===== src/rtl/rxf_pkg.sv =====
package rxf_pkg;

    typedef enum logic [2:0] {
        ST_IDLE   = 3'd0,
        ST_GUARD  = 3'd1,
        ST_LISTEN = 3'd2,
        ST_RECV   = 3'd3,
        ST_FINISH = 3'd4
    } rxf_state_e;

    localparam int IRQ_NORESP = 0;
    localparam int IRQ_PRE    = 1;
    localparam int IRQ_SHORT  = 2;
    localparam int IRQ_CRC    = 3;
    localparam int IRQ_DONE   = 4;
    localparam int IRQ_FIFO   = 5;
    localparam int IRQ_EARLY  = 6;
    localparam int IRQ_TX     = 7;

    localparam logic [15:0] CRC_PRESET  = 16'hFFFF;
    localparam logic [15:0] CRC_POLY    = 16'h1021;
    localparam logic [15:0] CRC_RESIDUE = 16'h1D0F;

    function automatic logic [15:0] crc16_step(input logic [15:0] cur, input logic din);
        logic fb;
        fb = cur[15] ^ din;
        return {cur[14:0], 1'b0} ^ (fb ? CRC_POLY : 16'h0000);
    endfunction

endpackage


===== src/rtl/rxf_countdown.sv =====
module rxf_countdown #(
    parameter int W = 8
) (
    input  logic         clk,
    input  logic         rst_n,
    input  logic         load,
    input  logic [W-1:0] load_val,
    input  logic         dec,
    output logic [W-1:0] cnt
);
    always_ff @(posedge clk or negedge rst_n) begin
        if (!rst_n) begin
            cnt <= '0;
        end else if (load) begin
            cnt <= load_val;
        end else if (dec && cnt != '0) begin
            cnt <= cnt - W'(1);
        end
    end
endmodule


===== src/rtl/rxf_crc16.sv =====
module rxf_crc16
    import rxf_pkg::*;
(
    input  logic        clk,
    input  logic        rst_n,
    input  logic        init,
    input  logic        en,
    input  logic        din,
    output logic [15:0] crc
);
    always_ff @(posedge clk or negedge rst_n) begin
        if (!rst_n) begin
            crc <= CRC_PRESET;
        end else if (init) begin
            crc <= CRC_PRESET;
        end else if (en) begin
            crc <= crc16_step(crc, din);
        end
    end
endmodule


===== src/rtl/rxf_fifo.sv =====
module rxf_fifo #(
    parameter int DEPTH = 24,
    localparam int AW = $clog2(DEPTH),
    localparam int CW = $clog2(DEPTH + 1)
) (
    input  logic          clk,
    input  logic          rst_n,
    input  logic          flush,
    input  logic          push,
    input  logic [7:0]    push_data,
    input  logic          pop,
    output logic [7:0]    pop_data,
    output logic [CW-1:0] count,
    output logic          full,
    output logic          ovf_flag,
    output logic          unf_flag
);
    logic [7:0]    mem [DEPTH];
    logic [AW-1:0] wr_ptr;
    logic [AW-1:0] rd_ptr;
    logic          do_push;
    logic          do_pop;

    assign full     = (count == CW'(DEPTH));
    assign do_pop   = pop && (count != '0);
    assign do_push  = push && (!full || do_pop);
    assign pop_data = mem[rd_ptr];

    function automatic logic [AW-1:0] bump(input logic [AW-1:0] p);
        return (p == AW'(DEPTH - 1)) ? '0 : p + AW'(1);
    endfunction

    always_ff @(posedge clk) begin
        if (do_push && !flush) begin
            mem[wr_ptr] <= push_data;
        end
    end

    always_ff @(posedge clk or negedge rst_n) begin
        if (!rst_n) begin
            wr_ptr   <= '0;
            rd_ptr   <= '0;
            count    <= '0;
            ovf_flag <= 1'b0;
            unf_flag <= 1'b0;
        end else if (flush) begin
            wr_ptr   <= '0;
            rd_ptr   <= '0;
            count    <= '0;
            ovf_flag <= 1'b0;
            unf_flag <= 1'b0;
        end else begin
            if (do_push) wr_ptr <= bump(wr_ptr);
            if (do_pop)  rd_ptr <= bump(rd_ptr);
            count <= count + CW'(do_push) - CW'(do_pop);
            if (push && !do_push)  ovf_flag <= 1'b1;
            if (pop && count == '0) unf_flag <= 1'b1;
        end
    end
endmodule


===== src/rtl/rx_framer.sv =====
module rx_framer
    import rxf_pkg::*;
#(
    parameter int DEPTH         = 24,
    parameter int LEN_W         = 12,
    parameter int GUARD_UNIT    = 8,
    parameter int NORESP_CYCLES = 2000,
    localparam int CNT_W = $clog2(DEPTH + 1)
) (
    input  logic             clk,
    input  logic             rst_n,
    input  logic             tx_done,
    input  logic [7:0]       guard_cycles,
    input  logic             bit_valid,
    input  logic             bit_data,
    input  logic             frame_end,
    input  logic             preamble_err,
    input  logic             crc_off,
    input  logic             early_mode,
    input  logic             len_wr,
    input  logic [LEN_W-1:0] len_wdata,
    output logic [LEN_W-1:0] exp_len,
    input  logic             rd_en,
    output logic [7:0]       rd_data,
    output logic [CNT_W-1:0] fifo_count,
    output logic             fifo_ovf,
    output logic             fifo_unf,
    input  logic [7:0]       irq_en,
    input  logic             irq_clr,
    output logic [7:0]       irq_status,
    output logic             irq
);
    localparam int GT_W = $clog2(255 * GUARD_UNIT + 1);
    localparam int NR_W = $clog2(NORESP_CYCLES + 1);

    rxf_state_e       state_q, state_d;
    logic [7:0]       byte_sr_q;
    logic [2:0]       bits_in_q;
    logic [LEN_W-1:0] bit_cnt_q;
    logic [LEN_W-1:0] len_q;
    logic [GT_W-1:0]  guard_cnt;
    logic [NR_W-1:0]  nr_cnt;
    logic [15:0]      crc_val;
    logic [7:0]       stat_set;
    logic             fifo_full;

    logic       accept, end_hit, push, ovf_now, nr_load;
    logic [7:0] push_data, part_byte;
    logic       fin, fin_part, fin_ovf, fin_short, fin_crc_bad, fin_ok;

    // ---------------- bit intake and frame judgement ----------------
    assign accept    = bit_valid && !tx_done &&
                       (state_q == ST_LISTEN || state_q == ST_RECV);
    assign end_hit   = frame_end ||
                       (accept && len_q != '0 && (bit_cnt_q + LEN_W'(1)) == len_q);
    assign part_byte = byte_sr_q << (4'd8 - {1'b0, bits_in_q});

    assign fin         = (state_q == ST_FINISH);
    assign fin_part    = (bits_in_q != 3'd0);
    assign fin_ovf     = fin && fin_part && fifo_full && !rd_en;
    assign fin_short   = (len_q != '0) && (bit_cnt_q < len_q);
    assign fin_crc_bad = !crc_off && (crc_val != CRC_RESIDUE);
    assign fin_ok      = fin && !fin_ovf && !fin_short && !fin_crc_bad;

    assign push      = (accept && bits_in_q == 3'd7) || (fin && fin_part);
    assign push_data = fin ? part_byte : {byte_sr_q[6:0], bit_data};
    assign ovf_now   = push && fifo_full && !rd_en;

    // ---------------- sub-blocks ----------------
    rxf_countdown #(.W(GT_W)) u_guard (
        .clk      (clk),
        .rst_n    (rst_n),
        .load     (tx_done),
        .load_val (GT_W'(guard_cycles) * GT_W'(GUARD_UNIT)),
        .dec      (state_q == ST_GUARD),
        .cnt      (guard_cnt)
    );

    assign nr_load = (state_d == ST_LISTEN) && (state_q != ST_LISTEN || tx_done);

    rxf_countdown #(.W(NR_W)) u_noresp (
        .clk      (clk),
        .rst_n    (rst_n),
        .load     (nr_load),
        .load_val (NR_W'(NORESP_CYCLES)),
        .dec      (state_q == ST_LISTEN),
        .cnt      (nr_cnt)
    );

    rxf_crc16 u_crc (
        .clk   (clk),
        .rst_n (rst_n),
        .init  (tx_done),
        .en    (accept),
        .din   (bit_data),
        .crc   (crc_val)
    );

    rxf_fifo #(.DEPTH(DEPTH)) u_fifo (
        .clk       (clk),
        .rst_n     (rst_n),
        .flush     (tx_done),
        .push      (push),
        .push_data (push_data),
        .pop       (rd_en),
        .pop_data  (rd_data),
        .count     (fifo_count),
        .full      (fifo_full),
        .ovf_flag  (fifo_ovf),
        .unf_flag  (fifo_unf)
    );

    // ---------------- next-state logic ----------------
    always_comb begin
        state_d = state_q;
        if (tx_done) begin
            state_d = (guard_cycles == 8'd0) ? ST_LISTEN : ST_GUARD;
        end else begin
            unique case (state_q)
                ST_IDLE:   state_d = ST_IDLE;
                ST_GUARD:  if (guard_cnt <= GT_W'(1)) state_d = ST_LISTEN;
                ST_LISTEN: begin
                    if (preamble_err)            state_d = ST_IDLE;
                    else if (accept)             state_d = end_hit ? ST_FINISH : ST_RECV;
                    else if (nr_cnt <= NR_W'(1)) state_d = ST_IDLE;
                end
                ST_RECV: begin
                    if (preamble_err || ovf_now) state_d = ST_IDLE;
                    else if (end_hit)            state_d = ST_FINISH;
                end
                ST_FINISH: state_d = ST_IDLE;
                default:   state_d = ST_IDLE;
            endcase
        end
    end

    // ---------------- state register ----------------
    always_ff @(posedge clk or negedge rst_n) begin
        if (!rst_n) state_q <= ST_IDLE;
        else        state_q <= state_d;
    end

    // ---------------- status causes ----------------
    always_comb begin
        stat_set             = 8'h00;
        stat_set[IRQ_TX]     = tx_done;
        stat_set[IRQ_EARLY]  = accept && early_mode && bit_cnt_q == LEN_W'(15);
        stat_set[IRQ_FIFO]   = ovf_now;
        stat_set[IRQ_DONE]   = fin_ok;
        stat_set[IRQ_CRC]    = fin && !fin_ovf && !fin_short && fin_crc_bad;
        stat_set[IRQ_SHORT]  = fin && !fin_ovf && fin_short;
        stat_set[IRQ_PRE]    = !tx_done && preamble_err &&
                               (state_q == ST_LISTEN || state_q == ST_RECV);
        stat_set[IRQ_NORESP] = !tx_done && !preamble_err && !accept &&
                               state_q == ST_LISTEN && nr_cnt <= NR_W'(1);
    end

    // ---------------- output / datapath registers ----------------
    always_ff @(posedge clk or negedge rst_n) begin
        if (!rst_n) begin
            byte_sr_q  <= 8'h00;
            bits_in_q  <= 3'd0;
            bit_cnt_q  <= '0;
            len_q      <= '0;
            irq_status <= 8'h00;
        end else begin
            if (tx_done) begin
                byte_sr_q <= 8'h00;
                bits_in_q <= 3'd0;
                bit_cnt_q <= '0;
            end else if (accept) begin
                byte_sr_q <= {byte_sr_q[6:0], bit_data};
                bits_in_q <= bits_in_q + 3'd1;
                bit_cnt_q <= bit_cnt_q + LEN_W'(1);
            end
            if (fin_ok)      len_q <= '0;
            else if (len_wr) len_q <= len_wdata;
            irq_status <= (irq_clr ? 8'h00 : irq_status) | stat_set;
        end
    end

    assign exp_len = len_q;
    assign irq     = |(irq_status & irq_en);

endmodule


===== config.mk =====
export PLATFORM = sky130hd
export DESIGN_NAME = rx_framer
export DESIGN_NICKNAME = d
export VERILOG_FILES = /design/src/rtl/rxf_pkg.sv /design/src/rtl/rxf_countdown.sv /design/src/rtl/rxf_crc16.sv /design/src/rtl/rxf_fifo.sv /design/src/rtl/rx_framer.sv
export SDC_FILE = /design/constraint.sdc
export NUM_CORES = 1
export LEC_CHECK = 0
export BUFFER_PORTS_ARGS = -buffer_cell sky130_fd_sc_hd__buf_2
export CAP_MARGIN = 30
export CORE_MARGIN = 3
export CORE_UTILIZATION = 50
export DETAILED_ROUTE_END_ITERATION = 7
export GPL_TIMING_DRIVEN = 0
export PLACE_DENSITY_LB_ADDON = 0.05
export SLEW_MARGIN = 20
export SYNTH_ARGS = -nofsm -noshare
export SYNTH_HDL_FRONTEND = slang
export SYNTH_SLANG_ARGS = --single-unit

===== constraint.sdc =====
create_clock -name clk -period 4.7 [get_ports clk]
set_input_delay 0 -clock clk [delete_from_list [all_inputs] [get_ports clk]]
set_output_delay 0 -clock clk [all_outputs]
set_load 0.05 [all_outputs]

# ---- Yosys cells after proc, flatten, opt, wreduce, memory -nomap -nowiden
# Memories as Yosys holds them, arrays and structs flattened.
# Index checks and enable logic that the tools add are counted.
dict set report totals {
  regBits 101
  mem_bits_rw 192
  input_bits 40
  out_inout_bits 36
  word_cells 150
  memories 1
}
# memory depth width read_ports rd_clocked_by_memory_dff write_ports line_no
set mem_list {}
lappend mem_list {u_fifo.mem 24 8 1 0 1 rxf_fifo.sv:18} ;# logic [7:0] mem [DEPTH];
dict set report op_classes {
  add_sub_neg 9
  order_cmp 3
  eq_ne 13
  n_shift 1
  n_mux 40
  bitwise 4
  reduce_logical 65
}
# op n
set op_table {}
lappend op_table {{12-bit 2-to-1 mux} 4}
lappend op_table {{11-bit 2-to-1 mux} 4}
lappend op_table {{5-bit 2-to-1 mux} 7}
lappend op_table {{1-bit logical AND} 33}
lappend op_table {{16-bit 2-to-1 mux} 2}
lappend op_table {{8-bit 2-to-1 mux} 4}
lappend op_table {{3-bit 2-to-1 mux} 10}
lappend op_table {{11-bit by 1-bit less-or-equal comparator with 1-bit output, second input constant} 2}
lappend op_table {{11-bit nonzero test} 2}
lappend op_table {{11-bit by 1-bit subtractor with 11-bit output, second input constant} 2}
lappend op_table {{16-bit by 13-bit != test with 1-bit output, second input constant} 1}
lappend op_table {{2-bit nonzero test} 8}
lappend op_table {{16-bit XOR} 1}
lappend op_table {{5-bit == test, second input constant} 3}
lappend op_table {{13-bit 2-to-1 mux} 1}
lappend op_table {{12-bit by 1-bit adder with 12-bit output, second input constant} 1}
lappend op_table {{12-bit == test} 1}
lappend op_table {{12-bit by 4-bit == test with 1-bit output, second input constant} 1}
lappend op_table {{12-bit < comparator} 1}
lappend op_table {{12-bit nonzero test} 1}
lappend op_table {{5-bit by 1-bit adder with 5-bit output, second input constant} 2}
lappend op_table {{1-bit zero test} 10}
lappend op_table {{3-bit by 2-bit == test with 1-bit output, second input constant} 3}
lappend op_table {{3-bit case mux with 3 select lines} 1}
lappend op_table {{19 further kinds} 30}

# ---- Depth between registers and ports, before layout
# Gate-level depths: netlist of the first run.
dict set report depth {
  word_depth 14
  mapped_depth 13
  depth_no_buf 12
}

# ---- Modules after synthesis
# From an unflattened synthesis of the first run, not the netlist that was laid out.
dict set report unflattened {
  hier_cells 1087
  hier_area_um2 13958.4
}
# mod n_inst cells_each area_each_um2 seq_area_each_um2
set modules_own_cells {}
lappend modules_own_cells {rxf_fifo 1 496 8609.5 6190.9}
lappend modules_own_cells {rx_framer 1 389 3261.9 1151.1}
lappend modules_own_cells {rxf_countdown 2 73 673.1 275.3}
lappend modules_own_cells {rxf_crc16 1 56 740.7 420.4}

# ---- Worst setup path before layout of the first run
# Ideal clock, no wire load.
dict set report synth_path {
  path_kind {register -> register}
  start {register bits_in_q[0]}
  end {memory u_fifo.mem[0][0] (data pin)}
  setup_ps 478
  arrival_time_ps 3073
  required_time_ps 4222
  slack_ps 1149
  path_stages_with_launch 7
  synth_period_minus_slack_ps 3551
  cell_sequence {dfrtp_1 > clkbuf_1 > inv_1 > ha_1 > ha_1 > buf_1 > o41ai_1}
}
dict set report synth_between {
  elab_chain_len 3
}
# item line_no
set synth_rtl {}
lappend synth_rtl {{start, declared} rx_framer.sv:38} ;# logic [2:0] bits_in_q;
lappend synth_rtl {{start signal, assigned} rx_framer.sv:173} ;# bits_in_q <= bits_in_q + 3'd1;
lappend synth_rtl {{4-bit by 3-bit subtractor with 4-bit output} rx_framer.sv:56} ;# assign part_byte = byte_sr_q << (4'd8 - {1'b0, bits_in_q});
lappend synth_rtl {{8-bit by 4-bit left shift with 8-bit output} rx_framer.sv:56}
lappend synth_rtl {{8-bit 2-to-1 mux} rx_framer.sv:66} ;# assign push_data = fin ? part_byte : {byte_sr_q[6:0], bit_data};
lappend synth_rtl {{named net push_data[0]} rx_framer.sv:48} ;# logic [7:0] push_data, part_byte;
lappend synth_rtl {{end, declared} rxf_fifo.sv:18}
# The timed path passes the listed nets, and every way through them passes these cells.

# ---- Worst setup path in the final report of the first run
dict set report layout_path {
  start {register bits_in_q[0]}
  end {memory u_fifo.mem[3][5], enable pin}
}
dict set report layout_between {
  elab_chain_len 7
  elab_cells_between_ends 9
  cone_classes {eq/ne (1); mux (2); reduce/logical (6)}
}
# item line_no
set layout_rtl {}
lappend layout_rtl {{3-bit == test or 3-bit nonzero test (tied branches)} {rx_framer.sv:65, rx_framer.sv:59}}
lappend layout_rtl {{1-bit logical AND} rx_framer.sv:65} ;# assign push = (accept && bits_in_q == 3'd7) || (fin && fin_part);
lappend layout_rtl {{1-bit logical OR *} rx_framer.sv:65}
lappend layout_rtl {{1-bit logical AND *} rxf_fifo.sv:26} ;# assign do_push = push && (!full || do_pop);
lappend layout_rtl {{1-bit logical AND *} rxf_fifo.sv:34} ;# if (do_push && !flush) begin
lappend layout_rtl {{1-bit 2-to-1 mux *} rxf_fifo.sv:34}
lappend layout_rtl {{1-bit 2-to-1 mux (not written as such) *} rxf_fifo.sv:35} ;# mem[wr_ptr] <= push_data;
# Every way passes the cells marked *; elsewhere a longest branch is shown, timed or not.

==> impl_metrics.tcl, run 1 <==
set metrics [dict create \
    status "complete, no violations" \
    final_core_util_pct 60.2 \
    coreArea_sq_mm 0.0262 \
    power_density_mw_per_mm2 403 \
    synth_nets 1063 \
    cap_violations 0 \
    dieArea_sq_mm 0.0289 \
    wire_per_inst_um 20.5 \
    syn_inst 989 \
    post-dp-hpwl_um 21200 \
    drtAntennaViolNets 0 \
    synth_edf_count 192 \
    power.switching_mw 1.66 \
    slowest_stage "nor2_1" \
    ys_ff_latch 293 \
    crit_arrival_ps 3810 \
    diodes 0 \
    drc 0 \
    ir_worst_vdd_mv 0.240 \
    drt_iter0_drc 585 \
    period_share_pct 77.3 \
    leakagePower_nw 5.51 \
    startpoint_type "flop" \
    yosysMostFrequentCell "edfxtp_1" \
    overflow 0 \
    multiInputGateArea_sq_mm 0.00479 \
    crit_type "flop to flop" \
    r2r_end "u_fifo.mem[3][5]$_DFFE_PP_" \
    antenna_found_initial 0 \
    start_util_pct 51.3 \
    max_freq_mhz 275 \
    synth_top_area_cell "edfxtp_1" \
    reg2reg_from "bits_in_q[0]$_DFFE_PN0P_" \
    crit_path_max_fanout 10 \
    netlist.area_leader.share_pct 42.9 \
    crit_chain "clkbuf_1, inv_1, ha_1, ha_1, o32a_1, nor3_1, nand2_1, nor2_1" \
    p_seq_share_pct 45.3 \
    synth_cell_types 68 \
    p_clk_share_pct 39.2 \
    h-tree-depth 1 \
    rsz0062_at_grt "no" \
    reg2reg_depth 8 \
    met3_usage_pct 3.21 \
    grt_max_degree 57 \
    busiest_layer "met2" \
    hold_viol 0 \
    yosysWarnings 0 \
    relSlewSlack_pct 36.9 \
    nets 1213 \
    vias 8420 \
    crit_path_frequent_cell "ha_1" \
    setup_viol 0 \
    pin_count 76 \
    cts_buffers 31 \
    place_area_sq_mm 0.0144 \
    holdWs_ps 87.3 \
    n_fill_cell 2073 \
    p_int_mw 4.70 \
    min_period_ps 3630 \
    grt_util_met2_pct 37.1 \
    hold_path_class "input port to asynchronous set/reset pin" \
    synth_ff_type "edfxtp_1" \
    max_slew.worst_pin.slew_ps 947 \
    ctsLongestPathBuffers 3 \
    clock_latency_ps 560 \
    synthArstFlopShare_pct 34.5 \
    clkSinkCount 293 \
    crit_required_ps 4880 \
    endpoint_kind "flop" \
    final_layout_size_suffix_gt1_share_pct 20.2 \
    dieHeight_um 170 \
    drv_slew 0 \
    r2r_slack_ps 1070 \
    viasPerCell 5.62 \
    io_buffers 75 \
    yosys-top-cells-area "edfxtp_1 (43%), dfrtp_1 (16%), mux4_2 (9.6%), dfstp_2 (3.1%), ha_1 (3.1%)" \
    grt_util_met1_pct 30.6 \
    place_congestion 0.873 \
    post-route-cell-area_sq_mm 0.0158 \
    drt_wl_total_um 30800 \
    cts_tree "built" \
    ctsResizeCount 0 \
    die_w_um 170 \
    grt_pass1_vias 8569 \
    path_clk_slew_ps 60 \
    syn_to_final_growth_pct 17.3 \
    grt_pass1_wl_um 49300 \
    rows 59 \
    synth-seq-area-share_pct 61.8 \
    avgSynthCellArea_sq_um 13.6 \
    fin_skew_ps 13.0 \
    grt_usage_pct 21.9 \
    swShare_pct 26.2 \
    synth_common_cells "edfxtp_1 (192), nand2_1 (99), nor2_1 (97), dfrtp_1 (85), mux4_2 (57)" \
    cts-root-buf "clkbuf_16" \
    syn_area_sq_mm 0.0134 \
    seqCellArea_sq_mm 0.00831 \
    cp_slowest_stage_delay_ps 760 \
    combPwrFrac_pct 15.5 \
    drt_pre_antenna_iters 5 \
]
metal layers:
layer | up-vias | routed length [um]
met5 | - | 0
met4 | 0 | 719
met3 | 42 | 1280
met2 | 195 | 15200
met1 | 4178 | 13600
li1 | 4005 | -
registers in the layout (all words and copies together), names as in the netlist:
| register | flops |
|---|---|
| u_fifo.mem | 192 |
| u_crc.crc | 16 |
| bit_cnt_q | 12 |
| exp_len | 12 |
| u_guard.cnt | 11 |
| u_noresp.cnt | 11 |
| byte_sr_q | 8 |
| irq_status | 8 |
| u_fifo.count | 5 |
| u_fifo.rd_ptr | 5 |
| u_fifo.wr_ptr | 5 |
| bits_in_q | 3 |
| state_q | 3 |
| u_fifo.ovf_flag | 1 |
| u_fifo.unf_flag | 1 |
logic make-up after synthesis:
family / share of synthesized area, %
simple gates: 11.1
flops: 61.8
compound gates: 6.41
mux: 11.9
buf+inv: 2.68
xor+xnor: 2.87
fa+ha+maj: 3.22
power groups by stage:
| stage | Sequential (mW) | Clock [mW] | Combinational, mW |
|---|---|---|---|
| after floorplan | 3.02 | 0 | 0.608 |
| after global placement | 2.93 | 0 | 0.961 |
| after detailed placement | 2.93 | 0 | 0.981 |
| after CTS | 2.88 | 2.55 | 1.01 |
| after global routing | 2.89 | 2.65 | 1.09 |
| final | 2.88 | 2.49 | 0.985 |
worst max-delay path, delay by kind of cell (launching register included):
family                   cells  cell delay [ps]
buffers and inverters        2              610
AO/OA/AOI/OAI                1              260
adder cells (fa/ha/maj)      2              480
AND/OR/NAND/NOR              3             1500
flip-flops                   1              390
per-stage QoR:
stage | power [mW] | setup slack, ps | cells | TNS [ps]
final | 6.36 | 1070 | 1499 | 0
after global placement | 3.89 | -627 | 1399 | -35430
after CTS | 6.44 | 1030 | 1498 | 0
after global routing | 6.63 | 674 | 1499 | 0
after floorplan | 3.63 | 1150 | 989 | 0
after detailed placement | 3.91 | 1060 | 1406 | 0
cells in the final DEF, fill, tap and decap left out, types with 19 or more instances in the layout:
cell type / count
inv_1: 34
dlygate4sd3_1: 33
ha_1: 33
mux4_2: 57
clkbuf_16: 31
clkbuf_1: 37
o21ai_0: 22
a21oi_1: 44
nand2_1: 99
xnor2_1: 25
edfxtp_1: 192
mux2i_1: 29
xor2_1: 19
nor2_1: 97
dfrtp_1: 85
buf_2: 82
nand3_1: 30
how the worst max path moves through the flow:
| stage | from | slack, ps | cells after the start | to |
|---|---|---|---|---|
| floorplan | bits_in_q[0]$_DFFE_PN0P_ | 1150 | 6 | u_fifo.mem[0][0]$_DFFE_PP_ |
| global placement | bits_in_q[0]$_DFFE_PN0P_ | -630 | 7 | u_fifo.mem[7][0]$_DFFE_PP_ |
| detailed placement | bits_in_q[0]$_DFFE_PN0P_ | 1060 | 8 | u_fifo.mem[2][3]$_DFFE_PP_ |
| CTS | bits_in_q[0]$_DFFE_PN0P_ | 1030 | 8 | u_fifo.mem[2][7]$_DFFE_PP_ |
| global route | bits_in_q[0]$_DFFE_PN0P_ | 670 | 8 | u_fifo.mem[3][5]$_DFFE_PP_ |
| finish | bits_in_q[0]$_DFFE_PN0P_ | 1070 | 8 | u_fifo.mem[3][5]$_DFFE_PP_ |
what timing repair did:
| action | 4_1_cts | 5_1_grt |
|---|---|---|
| hold endpoints to repair | 150 | 0 |
| setup buffers | 0 | 0 |
| hold buffers | 34 | 0 |
area by class of cell:
class / instances / share of cell area [%]
buffer: 50 / 1.45
clock buffer: 46 / 5.53
clock inverter: 12 / 1.15
inverter: 35 / 0.833
multi-input combinational: 611 / 30.4
sequential: 293 / 52.7
tap: 335 / 2.66
timing repair buffer: 117 / 5.28
Note: power is estimated with default switching activity, not from simulation.
==> inputs of run 2 (changes only) <==
--- a/config.mk
+++ b/config.mk
@@ -5,6 +5,7 @@
 export SDC_FILE = /design/constraint.sdc
 export NUM_CORES = 1
 export LEC_CHECK = 0
+export ABC_AREA = 1
 export BUFFER_PORTS_ARGS = -buffer_cell sky130_fd_sc_hd__buf_2
 export CAP_MARGIN = 30
 export CORE_MARGIN = 3
==> constraint.sdc (replaced) <==
create_clock -name clk -period 3.3 [get_ports clk]
set_input_delay 0 -clock clk [delete_from_list [all_inputs] [get_ports clk]]
set_output_delay 0 -clock clk [all_outputs]
set_load 0.05 [all_outputs]
==> impl_metrics.tcl, run 2 <==
set metrics [dict create \
    pin_count 76 \
    wl_met2_um 17400 \
    rsz0062_at_grt "no" \
    synthArstFlopShare_pct 34.5 \
    leakagePower_nw 6.42 \
    drt_pre_antenna_iters 5 \
    syn_inst 1334 \
    h-tree-depth 1 \
    hold_depth 9 \
    grt_usage_pct 24.5 \
    antenna_found_initial 0 \
    viasPerCell 5.63 \
    final_layout_size_suffix_gt1_share_pct 14.1 \
    fin_skew_ps 9.23 \
    start_util_pct 51.5 \
    cts_tree "built" \
    period_share_pct 94.2 \
    path_clk_slew_ps 60 \
    wire_per_inst_um 19.1 \
    ir_worst_vdd_mv 0.461 \
    min_from "bit_valid" \
    crit_arrival_ps 3110 \
    netlist.area_leader.share_pct 42.5 \
    rows 59 \
    max_slew.worst_pin.slew_ps 837 \
    cap_violations 0 \
    top_layer "met4" \
    clkSinkCount 293 \
    crit_required_ps 3300 \
    min_period_ps 3110 \
    yosys-top-cells-area "edfxtp_1 (42%), dfrtp_1 (16%), o21ai_0 (5.9%), nor2_1 (5.6%), nand2_1 (4.5%)" \
    startpoint_type "flop" \
    ys_ff_latch 293 \
    r2r_end "u_fifo.mem[4][7]$_DFFE_PP_" \
    crit_chain "inv_1, clkbuf_1, clkbuf_1, o21ai_0, o22ai_1, o21ai_0, o21ai_0, buf_2" \
    synth_top_area_cell "edfxtp_1" \
    drtAntennaViolNets 0 \
    clock_latency_ps 560 \
    synth_compound_area_share_pct 13.6 \
    endpoint_kind "output port" \
    p_total_mw 9.48 \
    ctsLongestPathBuffers 3 \
    slowest_stage "clkbuf_1" \
    coreArea_sq_mm 0.0264 \
    io_buffers 74 \
    syn_to_final_growth_pct 20.4 \
    grt_max_degree 77 \
    synth-xor-area-share_pct 1.42 \
    top_regs "u_fifo.mem: 192 flops, u_crc.crc: 16 flops" \
    grt_pass1_wl_um 56000 \
    drt_wl_total_um 35400 \
    min_to "state_q[0]$_DFF_PN0_" \
    synth_edf_count 192 \
    hold_viol 0 \
    r2r_slack_ps 290 \
    max_freq_mhz 322 \
    place_congestion 0.925 \
    synth_nets 1408 \
    synth_ff_type "edfxtp_1" \
    wl_met1_um 14600 \
    synth-simple-area-share_pct 14.7 \
    vias 10400 \
    holdWs_ps 90.4 \
    yosysMostFrequentCell "nor2_1" \
    synth_cell_types 43 \
    synth-seq-area-share_pct 61.3 \
    synth_common_cells "nor2_1 (201), edfxtp_1 (192), nand2_1 (164), o21ai_0 (159), inv_1 (147)" \
    overflow 0 \
    power_density_mw_per_mm2 580 \
    grt_pass1_vias 10400 \
    wl_met3_um 2320 \
    setup_viol 0 \
    relSlewSlack_pct 44.0 \
    largest_reg_flops 192 \
    hold_path_class "input port to flop" \
    post-dp-hpwl_um 24400 \
    synth_top_family_by_area "simple AND/OR/NAND/NOR gates" \
    drv_slew 0 \
    cp_slowest_stage_delay_ps 480 \
    drc 0 \
    crit_path_max_fanout 10 \
    synth_fa_ha_area_share_pct 3.19 \
    drt_iter0_drc 825 \
    die_w_um 171 \
    diodes 0 \
    crit_path_frequent_cell "o21ai_0" \
    cts_buffers 30 \
    final_common_cell "edfxtp_1" \
    avgSynthCellArea_sq_um 10.2 \
    nets 1566 \
    status "complete, no violations" \
    dieHeight_um 171 \
    yosysWarnings 0 \
    muxShareOfSynthArea_pct 0.0738 \
    reg2reg_depth 12 \
    layout_common_cells "edfxtp_1 (192), nor2_1 (176), nand2_1 (160)" \
    crit_type "flop to output port" \
    regMostFlops "u_fifo.mem" \
    cts-root-buf "clkbuf_16" \
    reg2reg_from "bits_in_q[0]$_DFFE_PN0P_" \
    syn_area_sq_mm 0.0136 \
    dieArea_sq_mm 0.0291 \
]
run 2: cell count changes after synthesis, moves of 12 or more:
cell	change
a21oi_1	-28
a31oi_1	+12
clkbuf_1	+27
inv_1	+113
mux2i_1	-28
mux4_2	-57
nand2_1	+65
nand3_1	+41
nor2_1	+104
o21ai_0	+133
o221ai_1	+42
o22ai_1	+32
xnor2_1	-17
run 2: power breakdown:
part / total (mW) / switching [mW] / internal (mW)
Clock: 3.31 / 1.39 / 1.92
Combinational: 2.09 / 1.49 / 0.596
Sequential: 4.08 / 0.0997 / 3.98
run 2: how the worst max path moves through the flow:
stage	startpoint	end	cells after the start	slack, ps
2_1_floorplan	bits_in_q[0]$_DFFE_PN0P_	u_fifo.mem[20][0]$_DFFE_PP_	12	320
3_3_place_gp	bits_in_q[0]$_DFFE_PN0P_	u_fifo.mem[21][5]$_DFFE_PP_	7	-1090
3_5_place_dp	bits_in_q[0]$_DFFE_PN0P_	u_fifo.mem[0][5]$_DFFE_PP_	12	-780
4_1_cts	u_fifo.rd_ptr[0]$_DFFE_PN0P_	rd_data[1]	10	40
5_1_grt	state_q[0]$_DFF_PN0_	exp_len[6]$_DFFE_PN0P_	11	20
6_report	u_fifo.rd_ptr[1]$_DFFE_PN0P_	rd_data[1]	8	190
run 2: per-layer routing:
layer	global-route usage (%)	vias to the layer above
li1	-	5004
met1	32.4	4972
met2	41.9	354
met3	3.65	82
met4	7.90	0
met5	0	-
run 2: cell type report:
type                    instances  area [sq um]
fillers                      2133         10000
flip-flops and latches        293          8310
multi-input cells             835          4820
repair buffers                128          1040
clock buffers                  37           787
inverters                     150           563
well taps                     335           419
plain buffers                  54           213
clock inverters                19           173
run 2: repair_timing:
action | CTS | global route
hold endpoints to repair | 151 | 0
pin swaps | 5 | 4
setup endpoints to repair | 196 | 213
setup buffers | 6 | 3
gates cloned | 0 | 0
hold buffers | 36 | 0
resized for setup | 62 | 8
run 2: cells by family (layout without fill, tap and decap cells):
group | after synthesis | in the layout
adders and majority gates | 34 | 34
and+or+nand+nor | 476 | 476
xor gates and xnor gates | 22 | 22
AOI/OAI and AO/OA | 302 | 302
muxes | 1 | 1
DFF | 293 | 293
buffers and inverters | 206 | 388
run 2: worst max-delay path: cells and delay by family, from the launching register on:
family / cells / cell delay [ps]
compound gates: 4 / 750
flops: 1 / 440
buf+inv: 4 / 1370
run 2: metrics by stage:
step	cell area (sq um)	std cells	utilization [%]	setup TNS [ps]	worst slack, ps
global route	16300	1851	62.0	0	23.8
floorplan	13600	1334	-	0	322
CTS	16300	1850	61.8	0	43.4
global placement	14400	1743	54.5	-309450	-1090
finish	16300	1851	62.0	0	192
detailed placement	14600	1752	55.5	-125960	-779
==> inputs of run 3 (changes only) <==
--- a/config.mk
+++ b/config.mk
@@ -16,4 +16,5 @@
 export SLEW_MARGIN = 20
 export SYNTH_ARGS = -nofsm -noshare
 export SYNTH_HDL_FRONTEND = slang
+export SYNTH_HIERARCHICAL = 1
 export SYNTH_SLANG_ARGS = --single-unit
==> impl_metrics.tcl, run 3 <==
set metrics [dict create \
    drt_iter0_drc 897 \
    fin_skew_ps 20.7 \
    instances_no_fill 2231 \
    post-dp-hpwl_um 26300 \
    syn_area_sq_mm 0.0150 \
    yosys-top-cells-area "edfxtp_1 (38%), dfrtp_1 (14%), nand2_1 (10%), nand3_1 (6.2%), inv_1 (5.5%)" \
    yosysMostFrequentCell "nand2_1" \
    synthArstFlopShare_pct 34.5 \
    final_core_util_pct 60.8 \
    ir_worst_vdd_mv 0.342 \
    rsz0062_at_grt "no" \
    max_freq_mhz 336 \
    reg2reg_from "bit_cnt_q[0]$_DFFE_PN0P_" \
    crit_type "flop to flop" \
    ys_ff_latch 293 \
    grt_pass1_wl_um 60900 \
    r2r_slack_ps 320 \
    period_share_pct 90.3 \
    cts-root-buf "clkbuf_16" \
    dieHeight_um 179 \
    wl_met3_um 1920 \
    clock_latency_ps 510 \
    top_regs "u_fifo/mem: 192 flops, u_crc/crc: 16 flops" \
    synth-seq-area-share_pct 55.3 \
    r2r_end "u_noresp/cnt[6]$_DFFE_PN0P_" \
    path_clk_slew_ps 60 \
    wl_met1_um 16900 \
    startpoint "bit_cnt_q[0]$_DFFE_PN0P_" \
    min_period_ps 2980 \
    syn_to_final_growth_pct 17.9 \
    leakagePower_nw 7.84 \
    synth_top_area_cell "edfxtp_1" \
    drt_pre_antenna_iters 5 \
    post-place-ws_ps -375 \
    netlist.area_leader.share_pct 38.3 \
    hold_viol 0 \
    wire_per_inst_um 17.0 \
    io_buffers 74 \
    grt_max_degree 63 \
    crit_arrival_ps 3380 \
    yosysWarnings 6 \
    pin_count 76 \
    critPathCapture "u_noresp/cnt[6]$_DFFE_PN0P_" \
    antenna_found_initial 1 \
    relSlewSlack_pct 37.8 \
    crit_path_max_fanout 19 \
    start_util_pct 51.6 \
    endpoint_kind "flop" \
    grt_usage_pct 23.1 \
    coreArea_sq_mm 0.0292 \
    max_slew.worst_pin.slew_ps 926 \
    ctsLongestPathBuffers 3 \
    placedCellCount 2131 \
    synth_cell_types 56 \
    setup_viol 0 \
    final_layout_size_suffix_gt1_share_pct 15.7 \
    drc 0 \
    rows 62 \
    regMostFlops "u_fifo/mem" \
    top_layer "met4" \
    startpoint_type "flop" \
    drv_slew 0 \
    crit_required_ps 3700 \
    drt_wl_total_um 37900 \
    grt_pass1_vias 11500 \
    drtAntennaViolNets 0 \
    synth_ff_type "edfxtp_1" \
    status "complete, no violations" \
    overflow 0 \
    p_total_mw 10.3 \
    vias 11700 \
    h-tree-depth 2 \
    synth_common_cells "nand2_1 (406), inv_1 (220), edfxtp_1 (192), nand3_1 (186), nor2_1 (136)" \
    final_common_cell "nand2_1" \
    power_density_mw_per_mm2 579 \
    n_fill_cell 2566 \
    nets 1893 \
    layout_setup_ws_ps 320 \
    avgSynthCellArea_sq_um 9.11 \
    cts_tree "built" \
    synth_edf_count 192 \
    syn_inst 1651 \
    clkSinkCount 293 \
    cts_buffers 34 \
    wl_met2_um 18100 \
    reg2reg_depth 24 \
    cap_violations 0 \
    largest_reg_flops 192 \
    layout_common_cells "nand2_1 (406), inv_1 (220), edfxtp_1 (192)" \
    place_congestion 0.857 \
    die_w_um 179 \
    dieArea_sq_mm 0.0322 \
    hold_path_class "input port to flop" \
    holdWs_ps 82.9 \
    viasPerCell 5.25 \
]
run 3: cell types whose count changed after synthesis, sizes merged, moves of 29 or more:
cell    change
nand3     +126
o21ai      -71
buf        +34
o221ai     -39
clkbuf     -29
inv        +82
nor2       -48
nand2     +258
run 3: where the power goes:
part | switching [mW] | total (mW) | internal, mW
clock network | 1.45 | 3.78 | 2.33
logic | 1.61 | 2.36 | 0.745
registers | 0.144 | 4.13 | 3.99
run 3: kinds of logic (layout without fill, tap and decap cells):
kind of cell | after synthesis | after routing | share of synthesized area (%)
xor+xnor | 7 | 7 | 0.408
simple gates | 829 | 829 | 25.2
fa+ha+maj | 32 | 32 | 2.71
flops | 293 | 293 | 55.3
other cells | 2 | 15 | 0.0499
mux | 1 | 1 | 0.0665
buf+inv | 297 | 480 | 8.35
compound gates | 190 | 190 | 7.97
run 3: worst min path at each step:
| stage | slack [ps] | to | startpoint | depth (start not counted) |
|---|---|---|---|---|
| after floorplan | -300 | bit_cnt_q[0]$_DFFE_PN0P_ | rst_n | 0 |
| after global placement | 250 | u_guard/cnt[9]$_DFFE_PN0P_ | guard_cycles[6] | 3 |
| after detailed placement | -60 | u_guard/cnt[5]$_DFFE_PN0P_ | rst_n | 1 |
| after CTS | 60 | state_q[0]$_DFF_PN0_ | bit_valid | 9 |
| after global routing | 100 | u_crc/crc[15]$_DFFE_PN1P_ | rst_n | 2 |
| final | 80 | state_q[0]$_DFF_PN0_ | bit_valid | 9 |
run 3: final cells by class:
cell class	count	area (sq um)	area share (%)
multi-input cells	1073	5620	31.7
well taps	384	480	2.71
clock inverters	10	149	0.839
clock buffers	51	966	5.45
repair buffers	123	951	5.36
diodes	1	2.50	0.0141
flip-flops and latches	293	8310	46.9
inverters	236	892	5.03
plain buffers	60	365	2.06
run 3: metal layers:
metal  vias to the layer above  track usage (%)
li1                       5808                -
met1                      5508             31.9
met2                       331             38.6
met3                        70             3.11
met4                         0             6.84
met5                         -                0
run 3: repair_timing:
action,CTS,global route
endpoints found under the hold margin,134,0
setup endpoints to repair,99,34
buffers inserted,0,0
resized for setup,1,5
hold buffers,39,0
pin swaps,0,1
run 3: per-stage QoR:
step | setup TNS (ps) | area [sq um]
finish | 0 | 17700
global route | 0 | 17700
CTS | 0 | 17700
detailed placement | -5440 | 16200
global placement | -96550 | 15900
floorplan | 0 | 15100
run 3: critical path, stage by stage, from the launching register on:
cell,delay [ps]
dfrtp_1,420
inv_1,190
ha_1,260
nand3b_1,160
nor2_1,90
nand2_1,80
nor2_1,110
nand3_1,110
nor2_1,130
nand3_2,120
nand2_2,90
nand2_2,60
nand2_1,80
nand2_1,50
nand2_1,70
nand2_1,80
nand3_2,80
nor2_2,50
inv_2,70
buf_4,220
nand2_1,90
a21oi_1,120
nor2_1,50
nand2_1,50
nand2_1,50
